$ cat src/rtl/srx_pkg.sv
`timescale 1ns/1ps
package srx_pkg;
  typedef enum logic [2:0] {
    PAR_NONE = 3'd0,
    PAR_ODD  = 3'd1,
    PAR_EVEN = 3'd2,
    PAR_ONE  = 3'd3,
    PAR_ZERO = 3'd4
  } par_mode_e;

  typedef struct packed {
    logic brk;
    logic frm;
    logic par;
  } rx_tag_t;

  typedef enum logic [2:0] {
    S_IDLE, S_START, S_DATA, S_PAR, S_STOP, S_PEND, S_BRK
  } rx_state_e;
endpackage

$ cat src/rtl/srx_sync.sv
`timescale 1ns/1ps
module srx_sync #(
  parameter int STAGES = 2
) (
  input  logic clk_i,
  input  logic rst_ni,
  input  logic d_i,
  output logic q_o
);
  logic [STAGES-1:0] sr_q;

  always_ff @(posedge clk_i or negedge rst_ni) begin
    if (!rst_ni) sr_q <= '1;
    else         sr_q <= {sr_q[STAGES-2:0], d_i};
  end

  assign q_o = sr_q[STAGES-1];
endmodule

$ cat src/rtl/srx_parity.sv
`timescale 1ns/1ps
module srx_parity
  import srx_pkg::*;
#(
  parameter int DATA_W = 8
) (
  input  logic [DATA_W-1:0] data_i,  // upper bits already zero
  input  logic [2:0]        mode_i,
  output logic              en_o,
  output logic              expect_o
);
  always_comb begin
    en_o     = 1'b1;
    expect_o = 1'b0;
    unique case (par_mode_e'(mode_i))
      PAR_ODD:  expect_o = ~^data_i;
      PAR_EVEN: expect_o = ^data_i;
      PAR_ONE:  expect_o = 1'b1;
      PAR_ZERO: expect_o = 1'b0;
      default:  en_o     = 1'b0;
    endcase
  end
endmodule

$ cat src/rtl/srx_low_timer.sv
`timescale 1ns/1ps
module srx_low_timer #(
  parameter int RUN_W = 8
) (
  input  logic             clk_i,
  input  logic             rst_ni,
  input  logic             tick_i,
  input  logic             rx_i,
  input  logic [RUN_W-1:0] limit_i,
  output logic             over_o
);
  logic [RUN_W-1:0] run_q;

  always_ff @(posedge clk_i or negedge rst_ni) begin
    if (!rst_ni) run_q <= '0;
    else if (tick_i) begin
      if (rx_i)              run_q <= '0;
      else if (run_q != '1)  run_q <= run_q + 1'b1;
    end
  end

  assign over_o = run_q > limit_i;
endmodule

$ cat src/rtl/serial_rx_frontend.sv
`timescale 1ns/1ps
module serial_rx_frontend
  import srx_pkg::*;
#(
  parameter int DATA_W      = 8,
  parameter int OVS         = 16,
  parameter int SYNC_STAGES = 2
) (
  input  logic              clk_i,
  input  logic              rst_ni,
  input  logic              tick16_i,
  input  logic              rx_i,
  input  logic [1:0]        cfg_len_i,
  input  logic [2:0]        cfg_par_i,
  input  logic              cfg_stop2_i,
  input  logic              full_i,
  output logic              push_o,
  output logic [DATA_W-1:0] push_data_o,
  output logic [2:0]        push_tag_o,
  output logic              overrun_o
);
  localparam int CNT_W     = $clog2(OVS);
  localparam int HALF      = OVS / 2;
  localparam int IDX_W     = $clog2(DATA_W);
  localparam int MIN_BITS  = DATA_W - 3;
  localparam int MAX_FRAME = DATA_W + 4;
  localparam int RUN_W     = $clog2(MAX_FRAME * OVS + 2);
  localparam int BITS_W    = $clog2(MAX_FRAME + 1);

  logic rx_s;
  srx_sync #(.STAGES(SYNC_STAGES)) u_sync (
    .clk_i(clk_i), .rst_ni(rst_ni), .d_i(rx_i), .q_o(rx_s)
  );

  rx_state_e         state_q, state_d;
  logic [CNT_W-1:0]  cnt_q, cnt_d;
  logic [IDX_W-1:0]  idx_q, idx_d;
  logic [DATA_W-1:0] data_q, data_d;
  logic              pbit_q, pbit_d;

  logic              par_en, par_exp, par_err, brk_over;
  logic [BITS_W-1:0] nbits, frame_bits;
  logic [RUN_W-1:0]  brk_limit;

  assign nbits      = BITS_W'(MIN_BITS) + BITS_W'(cfg_len_i);
  assign frame_bits = nbits + BITS_W'(1) + BITS_W'(par_en) + (cfg_stop2_i ? BITS_W'(2) : BITS_W'(1));
  assign brk_limit  = RUN_W'(frame_bits) * RUN_W'(OVS);

  srx_parity #(.DATA_W(DATA_W)) u_par (
    .data_i(data_q), .mode_i(cfg_par_i), .en_o(par_en), .expect_o(par_exp)
  );
  assign par_err = par_en && (pbit_q != par_exp);

  srx_low_timer #(.RUN_W(RUN_W)) u_low (
    .clk_i(clk_i), .rst_ni(rst_ni), .tick_i(tick16_i), .rx_i(rx_s),
    .limit_i(brk_limit), .over_o(brk_over)
  );

  logic              emit;
  rx_tag_t           emit_tag;
  logic [DATA_W-1:0] emit_data;
  logic              bit_end;

  assign bit_end = (cnt_q == CNT_W'(OVS - 1));

  always_comb begin
    state_d   = state_q;
    cnt_d     = cnt_q;
    idx_d     = idx_q;
    data_d    = data_q;
    pbit_d    = pbit_q;
    emit      = 1'b0;
    emit_tag  = '0;
    emit_data = data_q;
    if (tick16_i) begin
      unique case (state_q)
        S_IDLE: if (!rx_s) begin
          state_d = S_START;
          cnt_d   = '0;
        end
        S_START: begin
          cnt_d = cnt_q + 1'b1;
          if (cnt_q == CNT_W'(HALF - 1)) begin
            cnt_d   = '0;
            idx_d   = '0;
            data_d  = '0;
            state_d = rx_s ? S_IDLE : S_DATA;  // high at mid-bit: glitch
          end
        end
        S_DATA: begin
          cnt_d = cnt_q + 1'b1;
          if (bit_end) begin
            cnt_d         = '0;
            data_d[idx_q] = rx_s;
            idx_d         = idx_q + 1'b1;
            if (idx_q == IDX_W'(nbits - 1'b1)) state_d = par_en ? S_PAR : S_STOP;
          end
        end
        S_PAR: begin
          cnt_d = cnt_q + 1'b1;
          if (bit_end) begin
            cnt_d   = '0;
            pbit_d  = rx_s;
            state_d = S_STOP;
          end
        end
        S_STOP: begin
          cnt_d = cnt_q + 1'b1;
          if (bit_end) begin
            cnt_d = '0;
            if (rx_s) begin
              emit     = 1'b1;
              emit_tag = '{brk: 1'b0, frm: 1'b0, par: par_err};
              state_d  = S_IDLE;
            end else if (data_q == '0 && !(par_en && pbit_q)) begin
              state_d = S_PEND;  // break candidate: hold the push
            end else begin
              // low stop taken as next start bit
              emit     = 1'b1;
              emit_tag = '{brk: 1'b0, frm: 1'b1, par: par_err};
              idx_d    = '0;
              data_d   = '0;
              state_d  = S_DATA;
            end
          end
        end
        S_PEND: begin
          if (rx_s) begin
            emit     = 1'b1;
            emit_tag = '{brk: 1'b0, frm: 1'b1, par: par_err};
            state_d  = S_IDLE;
          end else if (brk_over) begin
            emit      = 1'b1;
            emit_tag  = '{brk: 1'b1, frm: 1'b1, par: 1'b0};
            emit_data = '0;
            cnt_d     = '0;
            state_d   = S_BRK;
          end
        end
        S_BRK: begin
          if (!rx_s) cnt_d = '0;
          else if (cnt_q == CNT_W'(HALF - 1)) state_d = S_IDLE;
          else cnt_d = cnt_q + 1'b1;
        end
        default: state_d = S_IDLE;
      endcase
    end
  end

  always_ff @(posedge clk_i or negedge rst_ni) begin
    if (!rst_ni) begin
      state_q     <= S_IDLE;
      cnt_q       <= '0;
      idx_q       <= '0;
      data_q      <= '0;
      pbit_q      <= 1'b0;
      push_o      <= 1'b0;
      overrun_o   <= 1'b0;
      push_data_o <= '0;
      push_tag_o  <= '0;
    end else begin
      state_q   <= state_d;
      cnt_q     <= cnt_d;
      idx_q     <= idx_d;
      data_q    <= data_d;
      pbit_q    <= pbit_d;
      push_o    <= emit && !full_i;
      overrun_o <= emit && full_i;
      if (emit && !full_i) begin
        push_data_o <= emit_data;
        push_tag_o  <= emit_tag;
      end
    end
  end
endmodule

$ cat config.mk
export PLATFORM = sky130hd
export DESIGN_NAME = serial_rx_frontend
export DESIGN_NICKNAME = d
export VERILOG_FILES = /design/src/rtl/srx_pkg.sv /design/src/rtl/srx_sync.sv /design/src/rtl/srx_parity.sv /design/src/rtl/srx_low_timer.sv /design/src/rtl/serial_rx_frontend.sv
export SDC_FILE = /design/constraint.sdc
export NUM_CORES = 1
export LEC_CHECK = 0
export BUFFER_PORTS_ARGS = -buffer_cell sky130_fd_sc_hd__buf_2
export CAP_MARGIN = 5
export CORE_MARGIN = 5
export CORE_UTILIZATION = 55
export CTS_BUF_LIST = sky130_fd_sc_hd__clkbuf_2
export CTS_CLUSTER_SIZE = 14
export DETAILED_ROUTE_END_ITERATION = 8
export PLACE_DENSITY = 0.77
export SLEW_MARGIN = 5
export SYNTH_ARGS = -nofsm -noshare
export SYNTH_HDL_FRONTEND = slang
export SYNTH_SLANG_ARGS = --single-unit
export TNS_END_PERCENT = 100
$ cat constraint.sdc
create_clock -name clk_i -period 2.3 [get_ports clk_i]
set_clock_uncertainty 0.15 [all_clocks]
set_input_delay 0.23 -clock clk_i [delete_from_list [all_inputs] [get_ports clk_i]]
set_output_delay 0.23 -clock clk_i [all_outputs]
set_load 0.005 [all_outputs]
## Word level (Yosys, flattened, before mapping)

Cells that the tools add are included.

| storage, ports and cells | value |
|---|---|
| flip-flop bits (word level) | 42 |
| bits of input ports | 11 |
| output and inout bits | 13 |
| logic and storage cells | 133 |

| operators by class | value |
|---|---|
| add/subtract/negate cells | 8 |
| $lt $le $gt $ge | 3 |
| eq/ne operators | 29 |
| mux-type cells | 60 |
| reduce and logical (&&, ||, !) cells | 22 |

Operators with widths:

| kind | number |
|---|---|
| two-way mux 8 bit | 11 |
| two-way mux 3 bit | 20 |
| two-way mux 4 bit | 7 |
| one-hot mux 8 bit (3 select lines) | 1 |
| != test 2 bit, second input constant | 11 |
| one-hot mux 3 bit (7 select lines) | 1 |
| one-hot mux 4 bit (5 select lines) | 1 |
| equality test 3 x 2 -> 1 bit, second input constant | 4 |
| equality test 3 bit, second input constant | 4 |
| two-way mux 2 bit | 5 |
| AND reduction 10 bit | 1 |
| one-hot mux 3 bit (3 select lines) | 1 |
| adder 4 x 1 -> 4 bit, second input constant | 2 |
| adder 8 x 1 -> 8 bit, second input constant | 1 |
| bitwise mux 8 bit | 1 |
| > comparator 8 bit | 1 |
| logical NOT 8 bit | 1 |
| two-way mux 1 bit | 8 |
| != test 8 bit, second input constant | 1 |
| XNOR reduction 8 bit | 1 |
| XOR reduction 8 bit | 1 |
| AND reduction 7 bit | 1 |
| equality test 3 x 1 -> 1 bit, second input constant | 2 |
| logical AND 1 bit | 6 |
| 28 further kinds | 29 |

## Depth between registers and ports, before layout

Gate-level depths: netlist of the first run.

| logic depth | value |
|---|---|
| depth after elaboration | 12 |
| depth in mapped cells | 17 |

## Modules after synthesis

Synthesis of the first run repeated with hierarchy kept, for this count alone.

| second synthesis, totals | value |
|---|---|
| cell total of the unflattened synthesis | 331 |
| area total of the unflattened synthesis | 2,984.1 um2 |

By module, submodules not included:

| module | instances | cells an instance | area an instance (um2) | seq. area each (um2) |
|---|---|---|---|---|
| serial_rx_frontend | 1 | 243 | 2,178.3 | 800.8 |
| srx_low_timer | 1 | 74 | 656.9 | 200.2 |
| srx_parity | 1 | 12 | 96.3 | 0.0 |
| srx_sync | 1 | 2 | 52.6 | 52.6 |

## Least setup slack after synthesis of the first run

No wires, ideal clock.

| timing path | value |
|---|---|
| path type | input-to-reg |
| start point | input cfg_par_i[0] |
| end point | register cnt_q[3] |
| arrival time | 3.066 ns |
| required time | 2.026 ns |
| path slack | -1.039 ns |
| cell stages on the path | 14 |
| path through | o21ai_0 > nand2_1 > xnor2_1 > ha_1 > inv_1 > fa_1 > xnor2_1 > ha_1 > nand4_1 > nor4b_1 > a21oi_1 > o21ai_2 > nor4_1 > a211o_1 |

| on the way | value |
|---|---|
| word-level cells in the longest chain between the ends | 8 |
| elaborated cells on any way between the ends | 11 |
| classes of those cells | add/sub: 2; order compare: 1; eq/ne: 5; mux: 1; reduce/logical: 2 |

RTL lines:

| element | RTL line | RTL |
|---|---|---|
| from (decl) | serial_rx_frontend.sv:14 | `input logic [2:0] cfg_par_i,` |
| equality test 3 bit (tied with other cells) | srx_parity.sv:15 | `unique case (par_mode_e'(mode_i))` |
| OR reduction 4 bit (no line) * | n/a |  |
| two-way mux 1 bit * | srx_parity.sv:15 |  |
| adder 4 x 1 -> 4 bit * | serial_rx_frontend.sv:46 | `assign frame_bits = nbits + BITS_W'(1) + BITS_W'(par_en) + (cfg_stop2_i ? BITS_W'(2) : BITS_W'(1));` |
| adder 4 x 2 -> 4 bit * | serial_rx_frontend.sv:46 |  |
| > comparator 8 bit * | srx_low_timer.sv:22 | `assign over_o = run_q > limit_i;` |
| != test 2 bit (no line) * | n/a |  |
| AND reduction 6 bit (no line) * | n/a |  |
| to (signal assigned) | serial_rx_frontend.sv:163 | `cnt_q <= cnt_d;` |
| to (decl) | serial_rx_frontend.sv:36 | `logic [CNT_W-1:0] cnt_q, cnt_d;` |

Mark *: on every way between the ends. The rest lies on a longest branch, timed or not.
A chain may end at the register's enable or synchronous reset.

## Worst setup path after layout of the first run

| timing path | value |
|---|---|
| start point | input cfg_par_i[0] |
| end point | register state_q[1] |

| on the way | value |
|---|---|
| word-level cells in the longest chain between the ends | 10 |
| elaborated cells on any way between the ends | 21 |
| classes of those cells | add/sub: 2; order compare: 1; eq/ne: 5; mux: 8; reduce/logical: 5 |

RTL lines:

| element | RTL line | RTL |
|---|---|---|
| equality test 3 bit (tied with other cells) | srx_parity.sv:15 |  |
| OR reduction 4 bit (no line) * | n/a |  |
| two-way mux 1 bit * | srx_parity.sv:15 |  |
| parallel branches: the longest is 7 deep, another holds > comparator 8 bit | n/a |  |
| to (signal assigned) | serial_rx_frontend.sv:162 | `state_q <= state_d;` |
| to (decl) | serial_rx_frontend.sv:35 | `rx_state_e state_q, state_d;` |

Mark *: on every way between the ends. The select of a mux whose other input is x is not followed.

==> run_results.csv, run 1 <==
group,metric,value,unit
place,dp_cells,407,
worst_hold_path,hold_path.startpoint,"tick16_i",
worst_setup_path,crit_path_max_fanout,3,
pwr,total_power,2.28,mW
sta,whs,64.3,ps
sta,max_freq,0.335,GHz
cells_and_area,antenna_cells,0,
drt,drt_wl_total,6550,um
cells_and_area,stdcell_area,3330,sq um
clock_tree,clock-root-buffer,"clkbuf_2",
drt,route.detailed.drc,0,
clock_tree,cts_buffer_depth,2,
grt,grt_usage,22.7,%
logic_synthesis,yosysSeqAreaShare,39.1,%
clock_tree,cts.sinks,42,
sta,timing.final.crit_share,130,%
logic_synthesis,synth-main-ff-cell,"dfrtp_1",
grt,first_global_vias,2392,
clock_tree,h-tree-depth,2,
worst_setup_path,cp-startpoint,"cfg_par_i[0]",
sta,min_period,2980,ps
worst_hold_path,hold_path.class,"input port to register",
floorplan,die_area,6400,sq um
worst_setup_path,reg2reg_slack,30,ps
cells_and_area,synthToLayoutAreaGrowth,23.7,%
cells_and_area,layout_commonest_cell,"nand2_1",
sta,rsz0062_at_grt,"true",
place,gp_congestion,0.954,
sta,finalSetupTns,-11470,ps
clock_tree,clk_pin_slew,200,ps
grt,grt_max_degree,25,
worst_setup_path,cp.arrival,3130,ps
drt,dr.first_iter.drc_count,125,
logic_synthesis,synthesis.instances,306,
logic_synthesis,synth_warnings,0,
worst_hold_path,min_delay_path_depth,3,
status,violations,"negative setup slack",
drt,firstDrtPassIters,5,
drt,wl_per_cell,15.4,um
logic_synthesis,synth_area_per_cell,8.81,sq um
grt,grt_pass1_wl,11400,um
floorplan,core-area,4750,sq um
floorplan,rows,25,
pwr,p_per_area,684,nW/um^2
cells_and_area,final_cells,425,
logic_synthesis,syn_nets,336,
logic_synthesis,async_flop_share,100,%
logic_synthesis,netlist_area,2700,sq um
drt,vias_per_cell,5.70,
drt,postRouteAntennaNets,0,
clock_tree,clock_latency,400,ps
worst_setup_path,cp.required,2450,ps
status,outcome,"finished, violations left",
sta,setup_viol,20,
cells_and_area,final_cell_mix,"41 x nand2_1, 39 x dfrtp_1, 24 x o21ai_0, 24 x buf_4, 22 x buf_2",
sta,drv_slew,0,
sta,tightestPinTransition,620,ps
floorplan,fp.dieH,80,um
worst_setup_path,start_kind,"input port",
worst_setup_path,timing.rr.start,"u_low.run_q[5]$_DFFE_PN0P_",
worst_setup_path,critPathKind,"input port to register",
sta,maxSlewHeadroom,57.6,%
logic_synthesis,synth-edff-count,0,
grt,grt_antenna_before_repair,0,
run,max_cap_violations,0,
place,pre_cts_slack,-1140,ps
clock_tree,cts_buffers,5,
floorplan,top_level_ports,24,
pwr,p_leak,1.52,nW
place,place_area,3040,sq um
logic_synthesis,synth.distinct_cells,59,
floorplan,die_w,80,um
grt,grt_overflow_total,0,
pwr,ir_drop,394,uV
sta,fin_ws,-683,ps
worst_setup_path,endpoint_kind,"register",
logic_synthesis,ys_ff_latch,42,
sta,hold_viol_final,0,
clock_tree,cts_tree,"built",
worst_setup_path,reg2reg_depth,7,
drt,vias,2422,
cells_and_area,fin_util,70.1,%
place,dp_hpwl,4630,um
cells_and_area,layout-drive-gt1-share,27.7,%
cells_and_area,finalNetCount,388,
place,io_buffers,23,
floorplan,start_util,56.7,%
path summary, 6_finish.rpt:
check / to
setup / recovery: state_q[1]$_DFFE_PN0P_
hold / removal: u_low.run_q[7]$_DFFE_PN0P_
setup reg to reg: state_q[1]$_DFFE_PN0P_
hold reg to reg: u_sync.sr_q[1]$_DFF_PN1_
max in group asynchronous: push_tag_o[0]$_DFFE_PN0P_
min in group asynchronous: cnt_q[2]$_DFFE_PN0P_
power by group:
part / total [mW] / internal, mW / switching [mW]
clock network: 0.298 / 0.0659 / 0.232
logic: 1.01 / 0.475 / 0.533
registers: 0.975 / 0.828 / 0.146
total: 2.28 / 1.37 / 0.912
cell type report:
type	count	area (sq um)
Multi-Input combinational cell	227	1610
Fill cell	357	1420
Sequential cell	42	1050
Timing Repair Buffer	59	463
Inverter	23	87.6
Tap cell	67	83.8
Clock buffer	5	25.0
Clock inverter	2	10.0
layer usage:
layer | up-vias | part of all wire (%) | track usage, %
met5 | - | 0 | 0
met4 | 0 | 2.0 | 8.45
met3 | 14 | 4.7 | 4.18
met2 | 71 | 49 | 36.3
met1 | 1159 | 44 | 30.4
li1 | 1178 | - | -
flip-flops by register name, indices dropped and copies added, names as in the netlist:
| signal | flops |
|---|---|
| push_data_o | 8 |
| state_q | 3 |
| u_sync.sr_q | 2 |
| cnt_q | 4 |
| data_q | 8 |
| push_tag_o | 3 |
| u_low.run_q | 8 |
| pbit_q | 1 |
| overrun_o | 1 |
| idx_q | 3 |
| push_o | 1 |
what timing repair did:
action | CTS | global route
endpoints found under the setup margin | 20 | 35
pin swaps | 6 | 2
gates cloned | 1 | 2
resized for setup | 16 | 16
buffers inserted | 5 | 0
hold buffers | 3 | 0
endpoints found under the hold margin | 20 | 0
cell usage after synthesis (all sizes together) (3+ instances only):
cell type / n / area [sq um]
a21oi: 13 / 65.1
or3: 3 / 23.8
ha: 17 / 213
xnor2: 7 / 61.3
nand2: 46 / 173
xor2: 3 / 26.3
o41ai: 3 / 45.1
dfrtp: 40 / 1000
nand4: 5 / 31.3
nor3: 6 / 30.0
a31oi: 8 / 65.1
nand2b: 3 / 18.8
nand3: 8 / 45.0
buf: 9 / 71.3
nor2: 20 / 75.1
clkbuf: 5 / 18.8
inv: 22 / 82.6
o21ai: 41 / 213
o31ai: 5 / 37.5
nor2b: 4 / 25.0
critical path, stage by stage:
cell      delay (ps)
buf_8            100
or3_4            390
nand2_4           90
xnor2_2          110
ha_2             200
inv_2             40
fa_2             430
ha_4             280
nor2b_4          130
o211ai_1         150
a21o_1           210
a211o_1          300
nor2_4           150
mux2_4           310
cell families after synthesis:
| family | after synthesis | synth area share, % |
|---|---|---|
| XOR/XNOR | 10 | 3.25 |
| AND/OR/NAND/NOR | 106 | 18.6 |
| flip-flops | 42 | 39.1 |
| AO/OA/AOI/OAI | 90 | 22.3 |
| adder cells (fa/ha/maj) | 19 | 9.38 |
| multiplexers | 2 | 0.789 |
| buffers and inverters | 37 | 6.59 |
No activity file was read; power rests on OpenSTA's default activity.
==> run 2, diff against run 1 <==
Settings changed: CORE_UTILIZATION 55 to 54, CTS_BUF_LIST sky130_fd_sc_hd__clkbuf_2 to not set, PLACE_DENSITY 0.77 to 0.76, SLEW_MARGIN 5 to 30.
==> run 2 against run 1 <==
The run still ends with negative setup slack left. Critical path type unchanged. Design area up 1.3%. Highest routed layer unchanged. Critical path depth unchanged. Sequential share of layout area shrank 0.40 points. First-iteration DRC count grew 19%. Combinational power down 6%.
==> run_results.csv, run 2 (synthesized netlist as in run 1, its figures left out) <==
group,metric,value,unit
status,outcome,"finished, violations left",
status,violations,"negative setup slack",
clock_tree,clock-root-buffer,"clkbuf_8",
worst_setup_path,reg2reg_depth,8,
worst_setup_path,cp_cell_sequence,"buf_6 -> or3_4 -> nand2_4 -> xnor2_2 -> ha_2 -> inv_2 -> fa_2 -> ha_4 -> nor2b_4 -> o211ai_1 -> a21o_1 -> a211o_1 -> nor2_2 -> mux2_4",
worst_hold_path,hold_path.class,"input port to register",
cells_and_area,layout-drive-gt1-share,27.5,%
pwr,p_int,1.50,mW
sta,rsz0062_at_grt,"true",
drt,vias,2428,
worst_setup_path,slowest_delay,430,ps
grt,grt_usage,21.6,%
floorplan,fp.dieH,80.6,um
pwr,p_per_area,714,nW/um^2
worst_setup_path,crit_path_max_fanout,3,
clock_tree,cts_buffer_depth,2,
worst_setup_path,cp.required,2320,ps
grt,grt_max_degree,42,
sta,timing.final.crit_share,137,%
pwr,p_comb_share,39.5,%
sta,tightestPinTransition,531,ps
sta,fin_ws,-844,ps
worst_setup_path,cp_slowest_cell,"fa_2",
pwr,p_leak,1.53,nW
floorplan,die_area,6500,sq um
worst_setup_path,reg2reg_slack,30,ps
worst_setup_path,timing.rr.start,"cnt_q[0]$_DFFE_PN0P_",
run,max_cap_violations,0,
sta,drv_slew,0,
floorplan,rows,25,
pwr,swShare,37.6,%
place,gp_congestion,0.955,
drt,drt_wl_total,6360,um
sta,finalSetupTns,-15320,ps
worst_setup_path,worst-path-buf-inv,2,
worst_setup_path,r2r_end,"push_tag_o[0]$_DFFE_PN0P_",
drt,vias_per_cell,5.69,
grt,grt_pass1_wl,11100,um
drt,dr.first_iter.drc_count,149,
cells_and_area,largestRegisters,"data_q x8, push_data_o x8, u_low.run_q x8",
cells_and_area,antenna_cells,0,
grt,grt_overflow_total,0,
grt,grt_antenna_before_repair,0,
drt,route.detailed.drc,0,
drt,postRouteAntennaNets,0,
worst_setup_path,critPathKind,"input port to register",
worst_setup_path,crit_end,"state_q[1]$_DFFE_PN0P_",
sta,min_period,3140,ps
drt,firstDrtPassIters,4,
sta,max_freq,0.318,GHz
worst_setup_path,cp-startpoint,"cfg_par_i[0]",
pwr,sequentialPowerShare,40.1,%
clock_tree,cts_buffers,5,
grt,first_global_vias,2471,
cells_and_area,final_cell_mix,"45 x nand2_1, 39 x dfrtp_1, 29 x buf_4, 24 x o21ai_0, 20 x inv_1",
drt,wl_per_cell,14.9,um
worst_setup_path,path_delay_family,"adder cells",
pwr,ir_drop,446,uV
cells_and_area,finalNetCount,389,
cells_and_area,fillers,360,
floorplan,top_level_ports,24,
sta,hold_viol_final,0,
worst_setup_path,endpoint_kind,"register",
sta,maxSlewHeadroom,64.6,%
clock_tree,h-tree-depth,2,
clock_tree,cts_tree,"built",
cells_and_area,synthToLayoutAreaGrowth,25.3,%
worst_setup_path,start_kind,"input port",
floorplan,core-area,4790,sq um
sta,setup_viol,20,
floorplan,start_util,56.3,%
cells_and_area,layout_commonest_cell,"nand2_1",
floorplan,die_w,80.6,um
cells_and_area,fin_util,70.5,%
worst_setup_path,cp.arrival,3170,ps
place,io_buffers,23,
pwr,power.switching,0.905,mW
clock_tree,clk_pin_slew,80,ps
place,dp_hpwl,4400,um
sta,whs,23.4,ps
clock_tree,cts.sinks,42,
clock_tree,clock_latency,290,ps
pwr,pwr-share-clk,20.4,%
worst_setup_path,worst-path-stages,14,
-- run 2: cell count changes in the layout (fill, tap and decap cells not counted), moves of 3 or more --
cell      previous run  this run
clkbuf_8             0         6
buf_4               24        29
clkbuf_2             5         0
nand2_1             41        45
buf_2               22        19
buf_6                6         9
o21ai_2              4         1
-- run 2: cell type report --
class                           instances  area (sq um)  area share [%]
Clock buffer                            7          86.3            2.56
Clock inverter                          1          5.00           0.148
Inverter                               23          90.1            2.67
Multi-Input combinational cell        227          1600            47.4
Sequential cell                        42          1050            31.2
Tap cell                               67          83.8            2.48
Timing Repair Buffer                   60           454            13.5
-- run 2: how the worst min path moves through the flow --
stage / to / from / cells past startpoint
floorplan: cnt_q[0]$_DFFE_PN0P_ / rst_ni / 0
global placement: u_sync.sr_q[0]$_DFF_PN1_ / rx_i / 1
detailed placement: u_sync.sr_q[0]$_DFF_PN1_ / rx_i / 1
CTS: overrun_o$_DFF_PN0_ / full_i / 2
global route: overrun_o$_DFF_PN0_ / full_i / 2
finish: overrun_o$_DFF_PN0_ / full_i / 2
-- run 2: layer usage --
layer | track usage, % | vias to the layer above | share of wire (%)
met5 | 0 | - | 0
met4 | 7.60 | 0 | 1.6
met3 | 4.04 | 16 | 4.9
met2 | 36.3 | 69 | 49
met1 | 27.6 | 1159 | 45
li1 | - | 1184 | -
-- run 2: what timing repair did --
item | in CTS | in global routing
gates cloned | 2 | 1
endpoints found under the setup margin | 20 | 29
hold buffers | 2 | 0
pin swaps | 12 | 2
hold endpoints to repair | 41 | 0
buffers inserted | 7 | 2
resized for setup | 16 | 16
-- run 2: through the flow --
stage	power (mW)	instances	area (sq um)	setup slack, ps
after detailed placement	1.82	407	3040	-1090
after global routing	2.59	427	3380	-964
after CTS	2.35	424	3280	-744
after global placement	1.79	407	3040	-1060
after floorplan	1.58	306	2730	-880
final	2.41	427	3380	-844
-- run 2: power groups by stage --
stage | Combinational, mW | Clock, mW | Sequential (mW)
after floorplan | 0.687 | 0 | 0.896
after global placement | 0.824 | 0 | 0.967
after detailed placement | 0.845 | 0 | 0.971
after CTS | 0.890 | 0.506 | 0.957
after global routing | 1.07 | 0.534 | 0.985
final | 0.952 | 0.490 | 0.966
-- run 2: worst register-to-register path, stage by stage, from the launching register on --
cell	delay, ps
dfrtp_1	420
ha_1	250
and3_2	270
o21ai_0	260
o22ai_2	160
o21ai_4	260
buf_4	170
inv_4	40
a31o_2	180
==> run 3, diff against run 2 <==
Settings changed: CTS_BUF_LIST set to sky130_fd_sc_hd__clkbuf_16.
==> run 3 against run 2 <==
The flow still finishes with violations (negative setup slack). Sequential share of layout area grew 0.070 points. Routed wire length grew 0.17%. First-iteration DRC count shrank 7.4%.
==> run_results.csv, run 3 (synthesized netlist as in run 1, its figures left out) <==
group,metric,value,unit
drt,wl_met1,2840,um
sta,timing.final.crit_share,135,%
sta,finalSetupTns,-14410,ps
cells_and_area,stdcell_area,3370,sq um
grt,grt_pass1_wl,11200,um
status,violations,"negative setup slack",
drt,wl_per_cell,15.0,um
place,pre_cts_slack,-1090,ps
sta,tightestPinTransition,747,ps
clock_tree,clock-root-buffer,"clkbuf_16",
pwr,p_leak,1.54,nW
drt,vias_per_cell,5.64,
clock_tree,clock_latency,280,ps
worst_setup_path,cp.arrival,3130,ps
drt,drt_wl_total,6370,um
drt,route.detailed.drc,0,
grt,first_global_vias,2463,
place,dp_hpwl,4400,um
floorplan,start_util,56.3,%
drt,dr.first_iter.drc_count,138,
cells_and_area,largestRegisters,"data_q x8, push_data_o x8, u_low.run_q x8",
drt,route.met2.wl,3170,um
sta,maxSlewHeadroom,48.9,%
place,dp_cells,407,
cells_and_area,final_cell_mix,"45 x nand2_1, 39 x dfrtp_1, 29 x buf_4, 24 x o21ai_0, 21 x inv_1",
sta,hold_viol_final,0,
cells_and_area,layout-drive-gt1-share,26.0,%
clock_tree,cts_tree,"built",
sta,fin_ws,-806,ps
run,max_cap_violations,0,
sta,whs,41.2,ps
floorplan,fp.dieH,80.6,um
drt,vias,2398,
worst_setup_path,critPathKind,"input port to register",
sta,drv_slew,0,
sta,setup_viol,20,
grt,grt_overflow_total,0,
floorplan,rows,25,
clock_tree,clk_pin_slew,60,ps
sta,max_freq,0.322,GHz
pwr,p_per_area,756,nW/um^2
cells_and_area,synthToLayoutAreaGrowth,25.0,%
drt,postRouteAntennaNets,0,
place,place_area,3040,sq um
worst_setup_path,start_kind,"input port",
worst_hold_path,hold_path.class,"input port to register",
floorplan,die_area,6500,sq um
floorplan,core-area,4790,sq um
cells_and_area,finalNetCount,387,
clock_tree,h-tree-depth,2,
clock_tree,cts_buffer_depth,2,
pwr,total_power,2.55,mW
sta,min_period,3110,ps
cells_and_area,antenna_cells,0,
grt,grt_usage,22.1,%
place,gp_congestion,0.955,
cells_and_area,layout_commonest_cell,"nand2_1",
place,io_buffers,23,
cells_and_area,fillers,362,
floorplan,die_w,80.6,um
worst_setup_path,crit_path_max_fanout,5,
clock_tree,cts_buffers,5,
pwr,ir_drop,462,uV
floorplan,top_level_ports,24,
worst_setup_path,cp.required,2320,ps
grt,grt_max_degree,42,
status,outcome,"finished, violations left",
cells_and_area,final_cells,425,
worst_setup_path,endpoint_kind,"register",
sta,rsz0062_at_grt,"true",
cells_and_area,fin_util,70.4,%
drt,highest-signal-layer,"met4",
grt,grt_antenna_before_repair,0,
drt,firstDrtPassIters,4,
clock_tree,cts.sinks,42,
drt,wl_met3,263,um
-- run 3: area by class of cell --
class | instances | area, sq um | share of cell area, %
clock buffer | 5 | 125 | 3.71
clock inverter | 3 | 12.5 | 0.371
inverter | 23 | 90.1 | 2.67
multi-input combinational | 227 | 1570 | 46.6
sequential | 42 | 1050 | 31.3
tap | 67 | 83.8 | 2.49
timing repair buffer | 58 | 432 | 12.8
-- run 3: worst paths after layout --
kind / from / endpoint / slack (ps) / cells past startpoint
max in group asynchronous: rst_ni / u_sync.sr_q[0]$_DFF_PN1_ / 1150 / 3
min in group asynchronous: rst_ni / idx_q[2]$_DFFE_PN0P_ / 320 / 2
setup / recovery: cfg_par_i[0] / push_tag_o[0]$_DFFE_PN0P_ / -810 / 15
setup reg to reg: cnt_q[0]$_DFFE_PN0P_ / push_tag_o[0]$_DFFE_PN0P_ / 30 / 8
hold reg to reg: u_sync.sr_q[0]$_DFF_PN1_ / u_sync.sr_q[1]$_DFF_PN1_ / 200 / 0
hold / removal: full_i / overrun_o$_DFF_PN0_ / 40 / 2
-- run 3: report_power, final --
| part | switching [mW] | internal, mW |
|---|---|---|
| Clock | 0.271 | 0.392 |
| Sequential | 0.130 | 0.832 |
| Combinational | 0.505 | 0.417 |
-- run 3: worst max-delay path: stages --
cell and delay, ps:
buf_6 100, or3_4 390, nand2_4 100, xnor2_2 110
ha_2 210, inv_2 40, fa_2 540, ha_4 200
nor2b_4 120, o211ai_1 270, a211oi_2 150, o21ai_2 250
buf_4 170, inv_4 40, a31o_4 200
-- run 3: metal layers --
| layer | global-route usage, % | vias up |
|---|---|---|
| met1 | 28.1 | 1147 |
| li1 | - | 1178 |
| met5 | 0 | - |
| met3 | 3.92 | 10 |
| met2 | 37.2 | 63 |
| met4 | 8.45 | 0 |
-- run 3: timing repair --
| item | in CTS | in global routing |
|---|---|---|
| pin swaps | 10 | 0 |
| hold buffers | 2 | 0 |
| hold endpoints to repair | 41 | 0 |
| endpoints found under the setup margin | 20 | 29 |
| gates resized for setup | 15 | 9 |
| cloned | 2 | 0 |
| buffers inserted | 6 | 1 |
